## config.mk

```make
export PLATFORM = sky130hd
export DESIGN_NAME = ecc_err_flags
export DESIGN_NICKNAME = d
export VERILOG_FILES = /design/src/rtl/ecc_err_pkg.sv /design/src/rtl/ecc_fault_detect.sv /design/src/rtl/ecc_flag_bits.sv /design/src/rtl/ecc_capture.sv /design/src/rtl/ecc_err_flags.sv
export SDC_FILE = /design/constraint.sdc
export NUM_CORES = 1
export LEC_CHECK = 0
export ABC_CLOCK_PERIOD_IN_PS = 4900
export BUFFER_PORTS_ARGS = -buffer_cell sky130_fd_sc_hd__buf_4
export CAP_MARGIN = 20
export CORE_UTILIZATION = 45
export DETAILED_ROUTE_END_ITERATION = 10
export HOLD_SLACK_MARGIN = 0.12
export MAX_ROUTING_LAYER = met4
export PLACE_DENSITY = 0.81
export SLEW_MARGIN = 10
export SYNTH_ARGS = -nofsm -noshare
export SYNTH_HDL_FRONTEND = slang
export SYNTH_SLANG_ARGS = --single-unit
```

## constraint.sdc

```tcl
create_clock -name clk -period 4.9 [get_ports clk]
set_input_delay 1.47 -clock clk [delete_from_list [all_inputs] [get_ports clk]]
set_output_delay 1.47 -clock clk [all_outputs]
set_load 0.01 [all_outputs]
```

## src/rtl/ecc_err_pkg.sv

```systemverilog
package ecc_err_pkg;
  localparam int REG_AW = 4;
  localparam logic [REG_AW-1:0] OFS_CTRL = 4'h0;
  localparam logic [REG_AW-1:0] OFS_IEN  = 4'h1;
  localparam logic [REG_AW-1:0] OFS_STAT = 4'h2;
  localparam logic [REG_AW-1:0] OFS_CAP  = 4'h4;
  localparam int FLAG_SGL = 0;
  localparam int FLAG_DBL = 1;
  localparam int IEN_RSV  = 5;
  localparam logic [7:0] IEN_MASK = 8'hDF;
  typedef enum logic { KIND_SGL = 1'b0, KIND_DBL = 1'b1 } fault_kind_e;
endpackage

```

## src/rtl/ecc_fault_detect.sv

```systemverilog
module ecc_fault_detect
  import ecc_err_pkg::*;
(
  input  logic        rd_vld,
  input  logic        rd_sgl,
  input  logic        rd_dbl,
  input  logic [1:0]  force_bits,
  output logic [1:0]  flag_set,
  output logic        cap_req,
  output fault_kind_e cap_kind
);
  always_comb begin
    flag_set[FLAG_DBL] = rd_vld & (rd_dbl | force_bits[FLAG_DBL]);
    flag_set[FLAG_SGL] = rd_vld & ((rd_sgl & ~rd_dbl) | force_bits[FLAG_SGL]);
    cap_req            = rd_vld & (rd_sgl | rd_dbl);
    cap_kind           = rd_dbl ? KIND_DBL : KIND_SGL;
  end
endmodule

```

## src/rtl/ecc_flag_bits.sv

```systemverilog
module ecc_flag_bits #(
  parameter int N = 2
) (
  input  logic         clk,
  input  logic         rst,
  input  logic [N-1:0] set_in,
  input  logic [N-1:0] clr_in,
  output logic [N-1:0] flag_q,
  output logic [N-1:0] flag_d
);
  for (genvar i = 0; i < N; i++) begin : g_flag
    assign flag_d[i] = set_in[i] | (flag_q[i] & ~clr_in[i]);
    always_ff @(posedge clk) begin
      if (rst) flag_q[i] <= 1'b0;
      else     flag_q[i] <= flag_d[i];
    end
  end
endmodule

```

## src/rtl/ecc_capture.sv

```systemverilog
module ecc_capture
  import ecc_err_pkg::*;
#(
  parameter int ADDR_W = 16,
  parameter int DATA_W = 16
) (
  input  logic              clk,
  input  logic              rst,
  input  logic              cap_req,
  input  fault_kind_e       cap_kind,
  input  logic [1:0]        flag_next,
  input  logic [ADDR_W-1:0] rd_addr,
  input  logic [DATA_W-1:0] rd_data,
  output logic [ADDR_W-1:0] cap_addr,
  output logic [DATA_W-1:0] cap_data,
  output logic              cap_lock
);
  fault_kind_e held_kind;
  logic        load;

  assign load = cap_req & ~cap_lock;

  always_ff @(posedge clk) begin
    if (rst) begin
      cap_addr  <= '0;
      cap_data  <= '0;
      cap_lock  <= 1'b0;
      held_kind <= KIND_SGL;
    end else if (load) begin
      cap_addr  <= rd_addr;
      cap_data  <= rd_data;
      cap_lock  <= 1'b1;
      held_kind <= cap_kind;
    end else if (cap_lock && !flag_next[held_kind]) begin
      cap_lock  <= 1'b0;
    end
  end
endmodule

```

## src/rtl/ecc_err_flags.sv

```systemverilog
module ecc_err_flags
  import ecc_err_pkg::*;
#(
  parameter int ADDR_W = 16,
  parameter int DATA_W = 16
) (
  input  logic              clk,
  input  logic              rst,
  input  logic              rd_vld,
  input  logic              rd_sgl,
  input  logic              rd_dbl,
  input  logic [ADDR_W-1:0] rd_addr,
  input  logic [DATA_W-1:0] rd_data,
  input  logic [3:0]        bus_addr,
  input  logic              bus_we,
  input  logic [7:0]        bus_wdata,
  output logic [7:0]        bus_rdata,
  output logic              irq
);
  localparam int AB        = (ADDR_W + 7) / 8;
  localparam int DB        = (DATA_W + 7) / 8;
  localparam int CAP_BYTES = AB + DB;

  logic [1:0]        force_q;
  logic [7:0]        ien_q, ien_nxt;
  logic [1:0]        flag_set, flag_clr, flag_q, flag_d;
  logic              cap_req, cap_lock;
  fault_kind_e       cap_kind;
  logic [ADDR_W-1:0] cap_addr;
  logic [DATA_W-1:0] cap_data;
  logic [AB*8-1:0]   addr_pad;
  logic [DB*8-1:0]   data_pad;
  logic [CAP_BYTES*8-1:0] cap_vec;
  logic [7:0]        rd_mux;
  logic              wr_ctrl, wr_ien, wr_stat;

  assign wr_ctrl  = bus_we && (bus_addr == OFS_CTRL);
  assign wr_ien   = bus_we && (bus_addr == OFS_IEN);
  assign wr_stat  = bus_we && (bus_addr == OFS_STAT);
  assign flag_clr = wr_stat ? bus_wdata[1:0] : 2'b00;
  assign ien_nxt  = wr_ien ? (bus_wdata & IEN_MASK) : ien_q;

  ecc_fault_detect u_detect (
    .rd_vld    (rd_vld),
    .rd_sgl    (rd_sgl),
    .rd_dbl    (rd_dbl),
    .force_bits(force_q),
    .flag_set  (flag_set),
    .cap_req   (cap_req),
    .cap_kind  (cap_kind)
  );

  ecc_flag_bits #(.N(2)) u_flags (
    .clk   (clk),
    .rst   (rst),
    .set_in(flag_set),
    .clr_in(flag_clr),
    .flag_q(flag_q),
    .flag_d(flag_d)
  );

  ecc_capture #(.ADDR_W(ADDR_W), .DATA_W(DATA_W)) u_cap (
    .clk      (clk),
    .rst      (rst),
    .cap_req  (cap_req),
    .cap_kind (cap_kind),
    .flag_next(flag_d),
    .rd_addr  (rd_addr),
    .rd_data  (rd_data),
    .cap_addr (cap_addr),
    .cap_data (cap_data),
    .cap_lock (cap_lock)
  );

  always_comb begin
    addr_pad               = '0;
    addr_pad[ADDR_W-1:0]   = cap_addr;
    data_pad               = '0;
    data_pad[DATA_W-1:0]   = cap_data;
    cap_vec                = {data_pad, addr_pad};
  end

  always_comb begin
    rd_mux = 8'h00;
    case (bus_addr)
      OFS_CTRL: rd_mux = {6'b0, force_q};
      OFS_IEN:  rd_mux = ien_q;
      OFS_STAT: rd_mux = {6'b0, flag_q};
      default: begin
        for (int b = 0; b < CAP_BYTES; b++) begin
          if (int'(bus_addr) == int'(OFS_CAP) + b) rd_mux = cap_vec[b*8 +: 8];
        end
      end
    endcase
  end

  always_ff @(posedge clk) begin
    if (rst) begin
      force_q   <= 2'b00;
      ien_q     <= 8'h00;
      bus_rdata <= 8'h00;
      irq       <= 1'b0;
    end else begin
      if (wr_ctrl) force_q <= bus_wdata[1:0];
      ien_q     <= ien_nxt;
      bus_rdata <= rd_mux;
      irq       <= |(flag_d & ien_nxt[1:0]);
    end
  end
endmodule

```

Word-level counts from Yosys, hierarchy flattened. Index checks and enable logic that the tools add are counted.

Magnitude comparators: 1. Bitwise operators: 17. Multiplexer cells: 12. Eq/ne operators: 6. Reductions and logical operators: 8.

Operators with widths (count): two-way mux 8 bit (4); case mux 8 bit (3 select lines) (1); == test 4 bit, second input constant (4); bitwise AND 1 bit (7); two-way mux 1 bit (5); bitwise OR 1 bit (5); == test 4 x 1 -> 1 bit, second input constant (1); == test 4 x 2 -> 1 bit, second input constant (1); logical AND 1 bit (4); zero test 4 bit (1); two-way mux 2 bit (2); NOT 1 bit (4); bitwise AND 2 bit (1); < comparator 1 x 2 -> 1 bit, second input constant (1); nonzero test 2 bit (1); OR reduction 2 bit (1); zero test 1 bit (1).

Word-level logic and storage cells: 55. Flip-flop bits (word level): 54. Output and inout port bits: 9. Input port bits: 50.

Longest topological paths before layout. Gate-level depths: netlist (run 1).

Depth in word-level cells: 12. Mapped depth: 6. Gate-level depth less buffers: 4.

By module. Synthesis (run 1) repeated with hierarchy kept, for this count alone.

Cell total of the unflattened synthesis: 277. Area total of the unflattened synthesis: 2356.0 sq um.

By module, submodules not included: ecc_capture (cells each 150, times used 1, area each 1202.4 sq um, sequential area each 680.7 sq um); ecc_err_flags (cells each 112, times used 1, area each 1024.7 sq um, sequential area each 360.3 sq um); ecc_flag_bits (cells each 10, times used 1, area each 92.6 sq um, sequential area each 40.0 sq um); ecc_fault_detect (cells each 5, times used 1, area each 36.3 sq um, sequential area each 0.0 sq um).

Worst setup path before layout (run 1). Ideal clock, no wire load.

Path type: input to register. From: input bus_addr[3]. To: register u_cap.cap_lock. Path buffers: 1. Arrival: 2.688 ns. Slack: 2.090 ns. Setup time: 0.122 ns. Stages on the path: 5. Data required time: 4.778 ns. Cells stage by stage: buf_4 > or4b_4 > o21ai_1 > nand2_1 > a221o_1.

Longest elaborated chain between the ends: 11. Elaborated cells between the ends (all ways): 14. Classes of those cells: 1 x eq/ne; 3 x mux; 6 x bitwise; 4 x reduce/logical.

Ends and longest elaborated chain: from (decl) (RTL line ecc_err_flags.sv:14) `input logic [3:0] bus_addr,`; == test 4 x 2 -> 1 bit (*) (RTL line ecc_err_flags.sv:39) `assign wr_stat = bus_we && (bus_addr == OFS_STAT);`; logical AND 1 bit (*) (RTL line ecc_err_flags.sv:39); two-way mux 2 bit (*) (RTL line ecc_err_flags.sv:40) `assign flag_clr = wr_stat ? bus_wdata[1:0] : 2'b00;`; NOT 1 bit (RTL line ecc_flag_bits.sv:12) `assign flag_d[i] = set_in[i] | (flag_q[i] & ~clr_in[i]);`; bitwise AND 1 bit (RTL line ecc_flag_bits.sv:12); bitwise OR 1 bit (RTL line ecc_flag_bits.sv:12); two-way mux 1 bit (not written as such) (*) (2 in a row) (RTL line ecc_capture.sv:34) `end else if (cap_lock && !flag_next[held_kind]) begin`; zero test 1 bit (*) (RTL line ecc_capture.sv:34); logical AND 1 bit (*) (RTL line ecc_capture.sv:34); nonzero test 2 bit (no line) (*); to (signal assigned) (RTL line ecc_capture.sv:27) `cap_lock <= 1'b0;`; to (signal assigned) (RTL line ecc_capture.sv:32) `cap_lock <= 1'b1;`; to (signal assigned) (RTL line ecc_capture.sv:35) `cap_lock <= 1'b0;`; to (decl) (RTL line ecc_capture.sv:16) `output logic cap_lock`.

Every way passes the cells marked *; elsewhere a longest branch is shown, timed or not. The select of a mux whose other input is x is not followed. A chain may end at the register's enable or synchronous reset.

Worst setup path in the final report (run 1).
From: input rd_vld. To: register u_cap.cap_data[12].

Longest elaborated chain between the ends: 2.

Ends and longest elaborated chain: from (decl) (RTL line ecc_err_flags.sv:9) `input logic rd_vld,`; bitwise AND 1 bit (RTL line ecc_fault_detect.sv:15) `cap_req = rd_vld & (rd_sgl | rd_dbl);`; bitwise AND 1 bit (RTL line ecc_capture.sv:21) `assign load = cap_req & ~cap_lock;`; to (signal assigned) (RTL line ecc_capture.sv:31) `cap_data <= rd_data;`; to (decl) (RTL line ecc_capture.sv:15) `output logic [DATA_W-1:0] cap_data,`.

No other way between the ends.

==> qor.yml, run 1 <==
status: "finished, final reports clean"
final_util_pct: 58.5
hold_class: "reg2reg"
syn_nets: 306
r2r-start: "u_cap.cap_lock$_SDFFE_PP0P_"
drtIter0Drc: 177
fmax_mhz: 359
reg2reg_depth: 4
dp_slack_ns: 1.76
grt_pass1_vias: 1892
die_height_um: 72.2
synth.avg_cell_area_sq_um: 8.65
postCtsResizedCells: 0
maxCapViolCount: 0
drive_above_1_share_pct: 24.8
cts_tree: "built"
switching_share_pct: 23.6
seqPwrFrac_pct: 53.9
ys.flop_type: "dfxtp_1"
ir_drop_mv: 0.127
antenna_found_initial: 0
power.leakage_nw: 1.10
root_buffer: "clkbuf_8"
synth_edf_count: 0
ant_nets: 0
power_frac_comb_pct: 12.9
cts_buffers: 5
io_pins: 59
tightest_slew_ns: 1.02
viasPerCell: 5.21
rsz0062_at_grt: "no"
synth.distinct_cells: 32
min_period_ns: 2.79
skew_ns: 0.00595
wl_um: 4840
routabilityCongestion: 0.802
grt_overflow: 0
setup_viol: 0
cp.required_ns: 5.14
diodes: 0
worstSetupEndpointType: "register"
fin_setup_tns_ns: 0
clk_latency_ns: 0.31
clockBufferDepth: 2
fin_total_pwr_mw: 0.871
setup_ws_ns: 2.11
startpoint: "rd_vld"
powerDensity_nw_per_um2: 315
track_usage_pct: 20.4
worstPathMaxFanout: 32
r2r_setup_slack_ns: 3.05
syn_area_sq_um: 2210
synth_common_cells: "nand2_1 (78), dfxtp_1 (54), a21oi_1 (45)"
clockPowerShare_pct: 33.3
slew_viol_final: 0
grt_pass1_wl_um: 8060
ys_top_cells_by_area: "dfxtp_1 (49%), nand2_1 (13%), a21oi_1 (10%)"
clock-sinks: 54
dp_hpwl_um: 3380
die_w_um: 72.2
synth-seq-cells: 54
grt_max_degree: 52
postSynth.asyncResetShare_pct: 0
route.detailed.drc: 0
cp_data_arrival_time_ns: 3.02
endpoint: "u_cap.cap_data[12]$_SDFFE_PP0P_"
path_class: "in2reg"
max_slew_margin_pct: 32.2
worstReg2RegEnd: "u_cap.cap_data[12]$_SDFFE_PP0P_"
hold_violations: 0
synth_top_cell_area_share_pct: 48.8
first_pass_iters: 4
synth.most_common_cell: "nand2_1"
postCtsSetupBuffers: 0
cts_max_level: 2
syn_inst: 256
vias: 1928
core_area_sq_um: 4720
io_buffers: 57
fin_hold_ws_ns: 0.454
rows: 25
wl_per_cell_um: 13.1
holdBufCountCts: 0
p_sw_mw: 0.206
syn_to_final_growth_pct: 24.8
yosysTopAreaCell: "dfxtp_1"
die-area_sq_um: 5210
p_int_mw: 0.665
cp-start-kind: "input pin"
finalCritPeriodShare_pct: 56.8
synth_seq_area_share_pct: 48.8
ys_warn_count: 0
nNetsFinal: 353
cts.clk_slew.worst_paths_ns: 0.09
initial_core_util_pct: 46.9
## how the worst min path moves through the flow
stage | start | endpoint | slack (ns) | cells after the start
5_1_grt | u_cap.cap_addr[9]$_SDFFE_PP0P_ | u_cap.cap_addr[9]$_SDFFE_PP0P_ | 0.47 | 2
2_1_floorplan | u_cap.cap_addr[8]$_SDFFE_PP0P_ | u_cap.cap_addr[8]$_SDFFE_PP0P_ | 0.43 | 2
4_1_cts | u_cap.cap_addr[9]$_SDFFE_PP0P_ | u_cap.cap_addr[9]$_SDFFE_PP0P_ | 0.46 | 2
6_report | u_cap.cap_addr[9]$_SDFFE_PP0P_ | u_cap.cap_addr[9]$_SDFFE_PP0P_ | 0.45 | 2
3_3_place_gp | u_cap.cap_addr[6]$_SDFFE_PP0P_ | u_cap.cap_addr[6]$_SDFFE_PP0P_ | 0.44 | 2
3_5_place_dp | u_cap.cap_addr[9]$_SDFFE_PP0P_ | u_cap.cap_addr[9]$_SDFFE_PP0P_ | 0.44 | 2
## worst max-delay path: stages
cell	delay, ns
buf_4	0.09
nor2b_1	0.26
o21a_1	0.85
nand2_1	0.17
a21oi_1	0.17
## per-layer routing
metal  GRT usage, %  vias up  routed length, um  part of all wire, %
met5              -        -                  0                    0
met4           8.50        0                 98                  2.0
met3           4.03        8                244                  5.0
met2           34.5       62               2340                   48
met1           23.7      882               2160                   45
li1               -      976                  -                    -
## cell type report
class | count | area, sq um
Timing Repair Buffer | 58 | 435
Fill cell | 445 | 1960
Tap cell | 67 | 83.8
Clock buffer | 5 | 68.8
Sequential cell | 54 | 1080
Clock inverter | 2 | 38.8
Multi-Input combinational cell | 182 | 1050
Inverter | 2 | 7.51
## logic make-up after synthesis
group	count (synthesis)	share of synthesized area, %
and+or+nand+nor	105	20.7
buffers and inverters	20	4.01
muxes	8	8.47
AOI/OAI and AO/OA	69	18.0
DFF	54	48.8
## flip-flops by register name, indices dropped and copies added, names as in the netlist
name,count
bus_rdata,8
ien_q,7
irq,1
u_cap.held_kind,1
u_cap.cap_lock,1
force_q,2
u_cap.cap_addr,16
u_cap.cap_data,16
u_flags.flag_q,2
## cells in the final DEF (no fill, tap or decap), types with 2 or more instances in the layout
cell type	n
nor2_1	7
inv_1	2
a211o_1	2
clkbuf_8	5
a2111oi_0	2
a21oi_1	45
o21ai_0	8
buf_4	58
nor2b_1	4
a32o_1	5
mux4_1	2
o21ai_1	2
nand3_1	7
dfxtp_1	54
mux4_2	6
nand2_1	78
## power by group through the flow
| stage | Clock, mW | Combinational, mW | Sequential, mW |
|---|---|---|---|
| 6_report | 0.290 | 0.112 | 0.469 |
| 3_5_place_dp | 0 | 0.113 | 0.479 |
| 2_1_floorplan | 0 | 0.0662 | 0.477 |
| 5_1_grt | 0.311 | 0.125 | 0.472 |
| 3_3_place_gp | 0 | 0.110 | 0.478 |
| 4_1_cts | 0.295 | 0.113 | 0.469 |
## metrics by stage
step	cells	instance area, sq um
after floorplan	256	2210
after global placement	363	2660
after detailed placement	363	2660
after CTS	370	2760
after global routing	370	2760
final	370	2760
No activity file was read; power rests on OpenSTA's default activity.
==> run 2: changes to the inputs <==
--- a/config.mk
+++ b/config.mk
@@ -5,7 +5,7 @@
 export SDC_FILE = /design/constraint.sdc
 export NUM_CORES = 1
 export LEC_CHECK = 0
-export ABC_CLOCK_PERIOD_IN_PS = 4900
+export ABC_CLOCK_PERIOD_IN_PS = 2800
 export BUFFER_PORTS_ARGS = -buffer_cell sky130_fd_sc_hd__buf_4
 export CAP_MARGIN = 20
 export CORE_UTILIZATION = 45
==> constraint.sdc (replaced) <==
create_clock -name clk -period 2.8 [get_ports clk]
set_input_delay 0.84 -clock clk [delete_from_list [all_inputs] [get_ports clk]]
set_output_delay 0.84 -clock clk [all_outputs]
set_load 0.01 [all_outputs]
==> run 2 against run 1 <==
- first-iteration DRC count is 10% higher
- clock power rose by 46%
- critical path depth did not move
- worst setup slack lost 1.4 ns
- clock skew down 0.0014 ns
- global-route usage barely moved
- die area did not move
- worst hold slack barely moved
- non-clock buffer count is 3 higher
- sequential power increased by 75%
- critical path type unchanged
==> qor.yml, run 2 (synthesis gave the netlist of run 1 again) <==
viasPerCell: 5.25  # was 5.21
routabilityCongestion: 0.850  # was 0.802
wl_per_cell_um: 12.9  # was 13.1 um
cp_data_arrival_time_ns: 2.27  # was 3.02 ns
layout_commonest_cell: "nand2_1"  # unchanged
postCtsResizedCells: 0  # unchanged
clk_latency_ns: 0.30  # was 0.31 ns
reg.largest.list: "u_cap.cap_addr (16), u_cap.cap_data (16), bus_rdata (8)"  # unchanged
maxCapViolCount: 0  # unchanged
p_int_mw: 1.08  # was 0.665 mW
finalCritPeriodShare_pct: 74.1
tightest_slew_ns: 0.499  # was 1.02 ns
min_period_ns: 2.07
nFillCells: 425  # was 445
cts_tree: "built"  # unchanged
slew_viol_final: 0  # unchanged
ir_drop_mv: 0.240  # was 0.127 mV
dp_hpwl_um: 3400  # was 3380 um
io_buffers: 57  # unchanged
switching_share_pct: 25.2  # was 23.6%
wl_um: 4810  # was 4840 um
syn_to_final_growth_pct: 24.9  # was 24.8%
final_cell_mix: "nand2_1 (78), buf_4 (61), dfxtp_1 (54)"  # was nand2_1 (78), buf_4 (58), dfxtp_1 (54)
clockPowerShare_pct: 29.4  # was 33.3%
nNetsFinal: 356  # was 353
hold_violations: 0  # unchanged
cts_buffers: 5  # unchanged
hold_class: "reg2reg"  # unchanged
core_area_sq_um: 4720  # unchanged
powerDensity_nw_per_um2: 522  # was 315 nW/um^2
status: "finished, final reports clean"  # unchanged
power.leakage_nw: 1.11  # was 1.10 nW
grt_pass1_wl_um: 8120  # was 8060 um
setup_ws_ns: 0.726  # was 2.11 ns
die_height_um: 72.2  # unchanged
die-area_sq_um: 5210  # unchanged
drive_above_1_share_pct: 25.4  # was 24.8%
max_slew_margin_pct: 65.9  # was 32.2%
cts_max_level: 2  # unchanged
cp-start-kind: "input pin"  # unchanged
p_sw_mw: 0.364  # was 0.206 mW
holdBufCountCts: 0  # unchanged
vias: 1962  # was 1,928
antenna_found_initial: 0  # unchanged
worstPathMaxFanout: 17  # was 32
root_buffer: "clkbuf_8"  # unchanged
diodes: 0  # unchanged
fin_total_pwr_mw: 1.44  # was 0.871 mW
worstSetupEndpointType: "register"  # unchanged
rows: 25  # unchanged
fmax_mhz: 482
drtIter0Drc: 195  # was 177
grt_pass1_vias: 1843  # was 1,892
initial_core_util_pct: 46.9  # unchanged
skew_ns: 0.00457  # was 0.00595 ns
rsz0062_at_grt: "no"  # unchanged
route.detailed.drc: 0  # unchanged
seqPwrFrac_pct: 56.8  # was 53.9%
postCtsSetupBuffers: 0  # unchanged
clock-sinks: 54  # unchanged
ant_nets: 0  # unchanged
dp_slack_ns: 0.420  # was 1.76 ns
clockBufferDepth: 2  # unchanged
track_usage_pct: 20.4  # about the same
setup_viol: 0  # unchanged
io_pins: 59  # unchanged
cp.required_ns: 2.99  # was 5.14 ns
grt_max_degree: 52  # unchanged
grt_overflow: 0  # unchanged
first_pass_iters: 4  # unchanged
path_class: "in2reg"  # unchanged
fin_setup_tns_ns: 0  # unchanged
die_w_um: 72.2  # unchanged
power_frac_comb_pct: 13.8  # was 12.9%
cts.clk_slew.worst_paths_ns: 0.09  # about the same
[run 2: layout make-up]
class | count | area [sq um] | share of cell area (%)
Clock inverter | 2 | 13.8 | 0.498
Inverter | 2 | 7.51 | 0.271
Tap cell | 67 | 83.8 | 3.03
Multi-Input combinational cell | 182 | 1050 | 37.9
Clock buffer | 6 | 72.6 | 2.62
Sequential cell | 54 | 1080 | 39.1
Timing Repair Buffer | 61 | 458 | 16.6
[run 2: per-stage QoR]
step,instance area (sq um),hold WS [ns],util [%],cells
finish,2770,0.455,58.5,374
global route,2770,0.478,58.5,374
CTS,2770,0.456,58.5,374
detailed placement,2680,0.443,56.7,366
global placement,2680,0.440,56.7,366
floorplan,2210,0.432,-,256
[run 2: power groups by stage]
| stage | clock (mW) | sequential [mW] | combinational [mW] |
|---|---|---|---|
| after floorplan | 0 | 0.834 | 0.116 |
| after global placement | 0 | 0.836 | 0.196 |
| after detailed placement | 0 | 0.839 | 0.200 |
| after CTS | 0.429 | 0.821 | 0.201 |
| after global routing | 0.451 | 0.825 | 0.223 |
| final | 0.424 | 0.821 | 0.200 |
[run 2: metal layers]
metal | GRT usage [%] | up-vias | share of wire, %
met1 | 25.3 | 901 | 45
met5 | - | - | 0
met2 | 32.7 | 71 | 49
li1 | - | 985 | -
met3 | 4.58 | 5 | 5.9
met4 | 7.63 | 0 | 0.92
[run 2: worst paths after layout]
| path | start | end | slack, ns | cells after the start |
|---|---|---|---|---|
| hold reg to reg | u_cap.cap_addr[9]$_SDFFE_PP0P_ | u_cap.cap_addr[9]$_SDFFE_PP0P_ | 0.45 | 2 |
| setup reg to reg | u_cap.cap_data[14]$_SDFFE_PP0P_ | bus_rdata[6]$_SDFF_PP0_ | 1.22 | 3 |
| hold / removal | u_cap.cap_addr[9]$_SDFFE_PP0P_ | u_cap.cap_addr[9]$_SDFFE_PP0P_ | 0.45 | 2 |
| setup / recovery | bus_addr[0] | u_cap.cap_lock$_SDFFE_PP0P_ | 0.73 | 5 |
[run 2: critical path: stages]
cell	delay, ns
buf_4	0.19
or4b_4	0.59
o21ai_1	0.21
nand2_1	0.10
a221o_1	0.33
==> run 3: changes to the inputs <==
--- a/config.mk
+++ b/config.mk
@@ -5,7 +5,8 @@
 export SDC_FILE = /design/constraint.sdc
 export NUM_CORES = 1
 export LEC_CHECK = 0
-export ABC_CLOCK_PERIOD_IN_PS = 2800
+export ABC_AREA = 1
+export ABC_CLOCK_PERIOD_IN_PS = 2000
 export BUFFER_PORTS_ARGS = -buffer_cell sky130_fd_sc_hd__buf_4
 export CAP_MARGIN = 20
 export CORE_UTILIZATION = 45
==> constraint.sdc (replaced) <==
create_clock -name clk -period 2 [get_ports clk]
set_input_delay 0.6 -clock clk [delete_from_list [all_inputs] [get_ports clk]]
set_output_delay 0.6 -clock clk [all_outputs]
set_load 0.01 [all_outputs]
==> run 3 against run 2 <==
- final cell count up 15%
- via count up 6.6%
- area after synthesis up 0.96%
- clock power up 70%
- highest routed layer unchanged
==> qor.yml, run 3 <==
grt_pass1_wl_um: 8560  # was 8120 um
cts_max_level: 2  # unchanged
core_area_sq_um: 4750  # was 4720 sq um
synth_seq_area_share_pct: 48.3  # was 48.8%
max_slew_margin_pct: 71.7  # was 65.9%
syn_to_final_growth_pct: 28.4  # was 24.9%
synth_common_cells: "nor2_1 (71), dfxtp_1 (54), o21ai_0 (42)"  # was nand2_1 (78), dfxtp_1 (54), a21oi_1 (45)
hold_violations: 0  # unchanged
routabilityCongestion: 0.886  # was 0.850
hold_depth: 2  # unchanged
powerDensity_nw_per_um2: 771  # was 522 nW/um^2
cts_buffers: 5  # unchanged
holdBufCountCts: 0  # unchanged
rows: 25  # unchanged
ant_nets: 0  # unchanged
initial_core_util_pct: 47.0  # was 46.9%
ys_warn_count: 0  # unchanged
postCtsSetupBuffers: 0  # unchanged
die_height_um: 72.5  # was 72.2 um
reg2reg_depth: 6  # was 3
wl_per_cell_um: 11.8  # was 12.9 um
dp_slack_ns: 0.210  # was 0.420 ns
diodes: 0  # unchanged
synth.avg_cell_area_sq_um: 7.35  # was 8.65 sq um
top_usage_layer: "met2"  # unchanged
synth_edf_count: 0  # unchanged
reg.largest.list: "u_cap.cap_addr (16), u_cap.cap_data (16), bus_rdata (8)"  # unchanged
root_buffer: "clkbuf_8"  # unchanged
cp_data_arrival_time_ns: 1.66  # was 2.27 ns
slew_viol_final: 0  # unchanged
viasPerCell: 4.85  # was 5.25
dp_hpwl_um: 3850  # was 3400 um
clock-sinks: 54  # unchanged
startpoint: "bus_addr[3]"  # was bus_addr[0]
holdCritStartpoint: "ien_q[4]$_SDFFE_PP0P_"  # was u_cap.cap_addr[9]$_SDFFE_PP0P_
synth.distinct_cells: 26  # was 32
rsz0062_at_grt: "no"  # unchanged
vias: 2091  # was 1,962
syn_area_sq_um: 2240  # was 2210 sq um
fin_setup_tns_ns: 0  # unchanged
grt_max_degree: 33  # was 52
grt_overflow: 0  # unchanged
synth.most_common_cell: "nor2_1"  # was nand2_1
fmax_mhz: 681
ys.flop_type: "dfxtp_1"  # unchanged
r2r-start: "u_cap.cap_lock$_SDFFE_PP0P_"  # was u_cap.cap_data[14]$_SDFFE_PP0P_
cp.required_ns: 2.19  # was 2.99 ns
power.leakage_nw: 1.26  # was 1.11 nW
use_met1_pct: 27.9  # was 25.3%
cp-start-kind: "input pin"  # unchanged
syn_inst: 304  # was 256
postSynth.asyncResetShare_pct: 0  # unchanged
io_buffers: 57  # unchanged
drtIter0Drc: 93  # was 195
grt_pass1_vias: 1888  # was 1,843
ys_top_cells_by_area: "dfxtp_1 (48%), nor2_1 (12%), o21ai_0 (9.4%)"  # was dfxtp_1 (49%), nand2_1 (13%), a21oi_1 (10%)
clk_latency_ns: 0.31  # was 0.30 ns
route.detailed.drc: 0  # unchanged
yosysTopAreaCell: "dfxtp_1"  # unchanged
tightest_slew_ns: 0.420  # was 0.499 ns
die-area_sq_um: 5250  # was 5210 sq um
nNetsFinal: 413  # was 356
final_cell_mix: "nor2_1 (71), buf_4 (63), dfxtp_1 (54)"  # was nand2_1 (78), buf_4 (61), dfxtp_1 (54)
finalCritPeriodShare_pct: 73.5
worstSetupEndpointType: "register"  # unchanged
syn_nets: 354  # was 306
setup_viol: 0  # unchanged
hold_class: "reg2reg"  # unchanged
cts.clk_slew.worst_paths_ns: 0.09  # about the same
maxCapViolCount: 0  # unchanged
track_usage_pct: 21.9  # was 20.4%
ir_drop_mv: 0.352  # was 0.240 mV
register_area_sq_um: 1080  # unchanged
clockBufferDepth: 2  # unchanged
skew_ns: 0.00790  # was 0.00457 ns
layout_commonest_cell: "nor2_1"  # was nand2_1
setup_ws_ns: 0.531  # was 0.726 ns
path_class: "in2reg"  # unchanged
use_met2_pct: 33.3  # was 32.7%
status: "finished, final reports clean"  # unchanged
drive_above_1_share_pct: 24.2  # was 25.4%
cts_tree: "built"  # unchanged
synth-seq-cells: 54  # unchanged
synth_top_cell_area_share_pct: 48.3  # was 48.8%
wl_um: 5100  # was 4810 um
min_period_ns: 1.47
worstPathMaxFanout: 9  # was 17
first_pass_iters: 4  # unchanged
die_w_um: 72.5  # was 72.2 um
multi_input_area_sq_um: 1020  # was 1050 sq um
nFillCells: 477  # was 425
grt_use_met3_pct: 5.14  # was 4.58%
antenna_found_initial: 0  # unchanged
io_pins: 59  # unchanged
postCtsResizedCells: 0  # unchanged
==> run 3: cell count changes after synthesis, moves of 5 or more <==
cell | previous run | this run
nor2_1 | 7 | 71
a21oi_1 | 45 | 23
nand2_1 | 78 | 38
o21ai_0 | 8 | 42
inv_1 | 2 | 16
mux4_2 | 6 | 0
nand3_1 | 7 | 21
a32o_1 | 5 | 0
==> run 3: kinds of logic after synthesis <==
family / share of synthesized area, %
AOI/OAI and AO/OA: 18.1
buffers and inverters: 6.10
DFF: 48.3
and+or+nand+nor: 27.4
==> run 3: critical path, stage by stage <==
cell,delay (ns)
buf_4,0.12
inv_1,0.04
nand2_1,0.13
nor2_2,0.34
inv_1,0.12
nor2_1,0.10
nor2_1,0.04
nand2_1,0.08
o21ai_0,0.09
==> run 3: cell type report <==
class / instances / share of cell area, %
Sequential cell: 54 / 37.7
Multi-Input combinational cell: 218 / 35.6
Timing Repair Buffer: 64 / 17.2
Tap cell: 67 / 2.92
Inverter: 20 / 2.79
Clock buffer: 6 / 2.53
Clock inverter: 2 / 1.31
==> run 3: where the power goes <==
part	internal, mW	switching (mW)
Sequential	1.15	0.0345
Clock	0.374	0.349
Combinational	0.143	0.167
==> run 3: per-stage QoR <==
step	std cells	hold slack, ns	area (sq um)	util (%)	total power, mW
3_5_place_dp	423	0.438	2760	58.1	1.52
5_1_grt	431	0.480	2870	60.4	2.31
6_report	431	0.450	2870	60.4	2.21
2_1_floorplan	304	0.425	2240	-	1.37
3_3_place_gp	423	0.431	2760	58.1	1.50
4_1_cts	431	0.452	2870	60.4	2.22
==> run 3: layer usage <==
metal	part of all wire, %	vias to the layer above
li1	-	1106
met1	46	918
met2	47	54
met3	5.0	13
met4	2.1	0
met5	0	-
==> run 3: final timing paths <==
check                                                      end  slack (ns)
worst max-delay path                   bus_rdata[3]$_SDFF_PP0_        0.53
worst min-delay path                     ien_q[4]$_SDFFE_PP0P_        0.45
worst max register to register  u_cap.cap_data[6]$_SDFFE_PP0P_        0.77
worst min register to register           ien_q[4]$_SDFFE_PP0P_        0.45
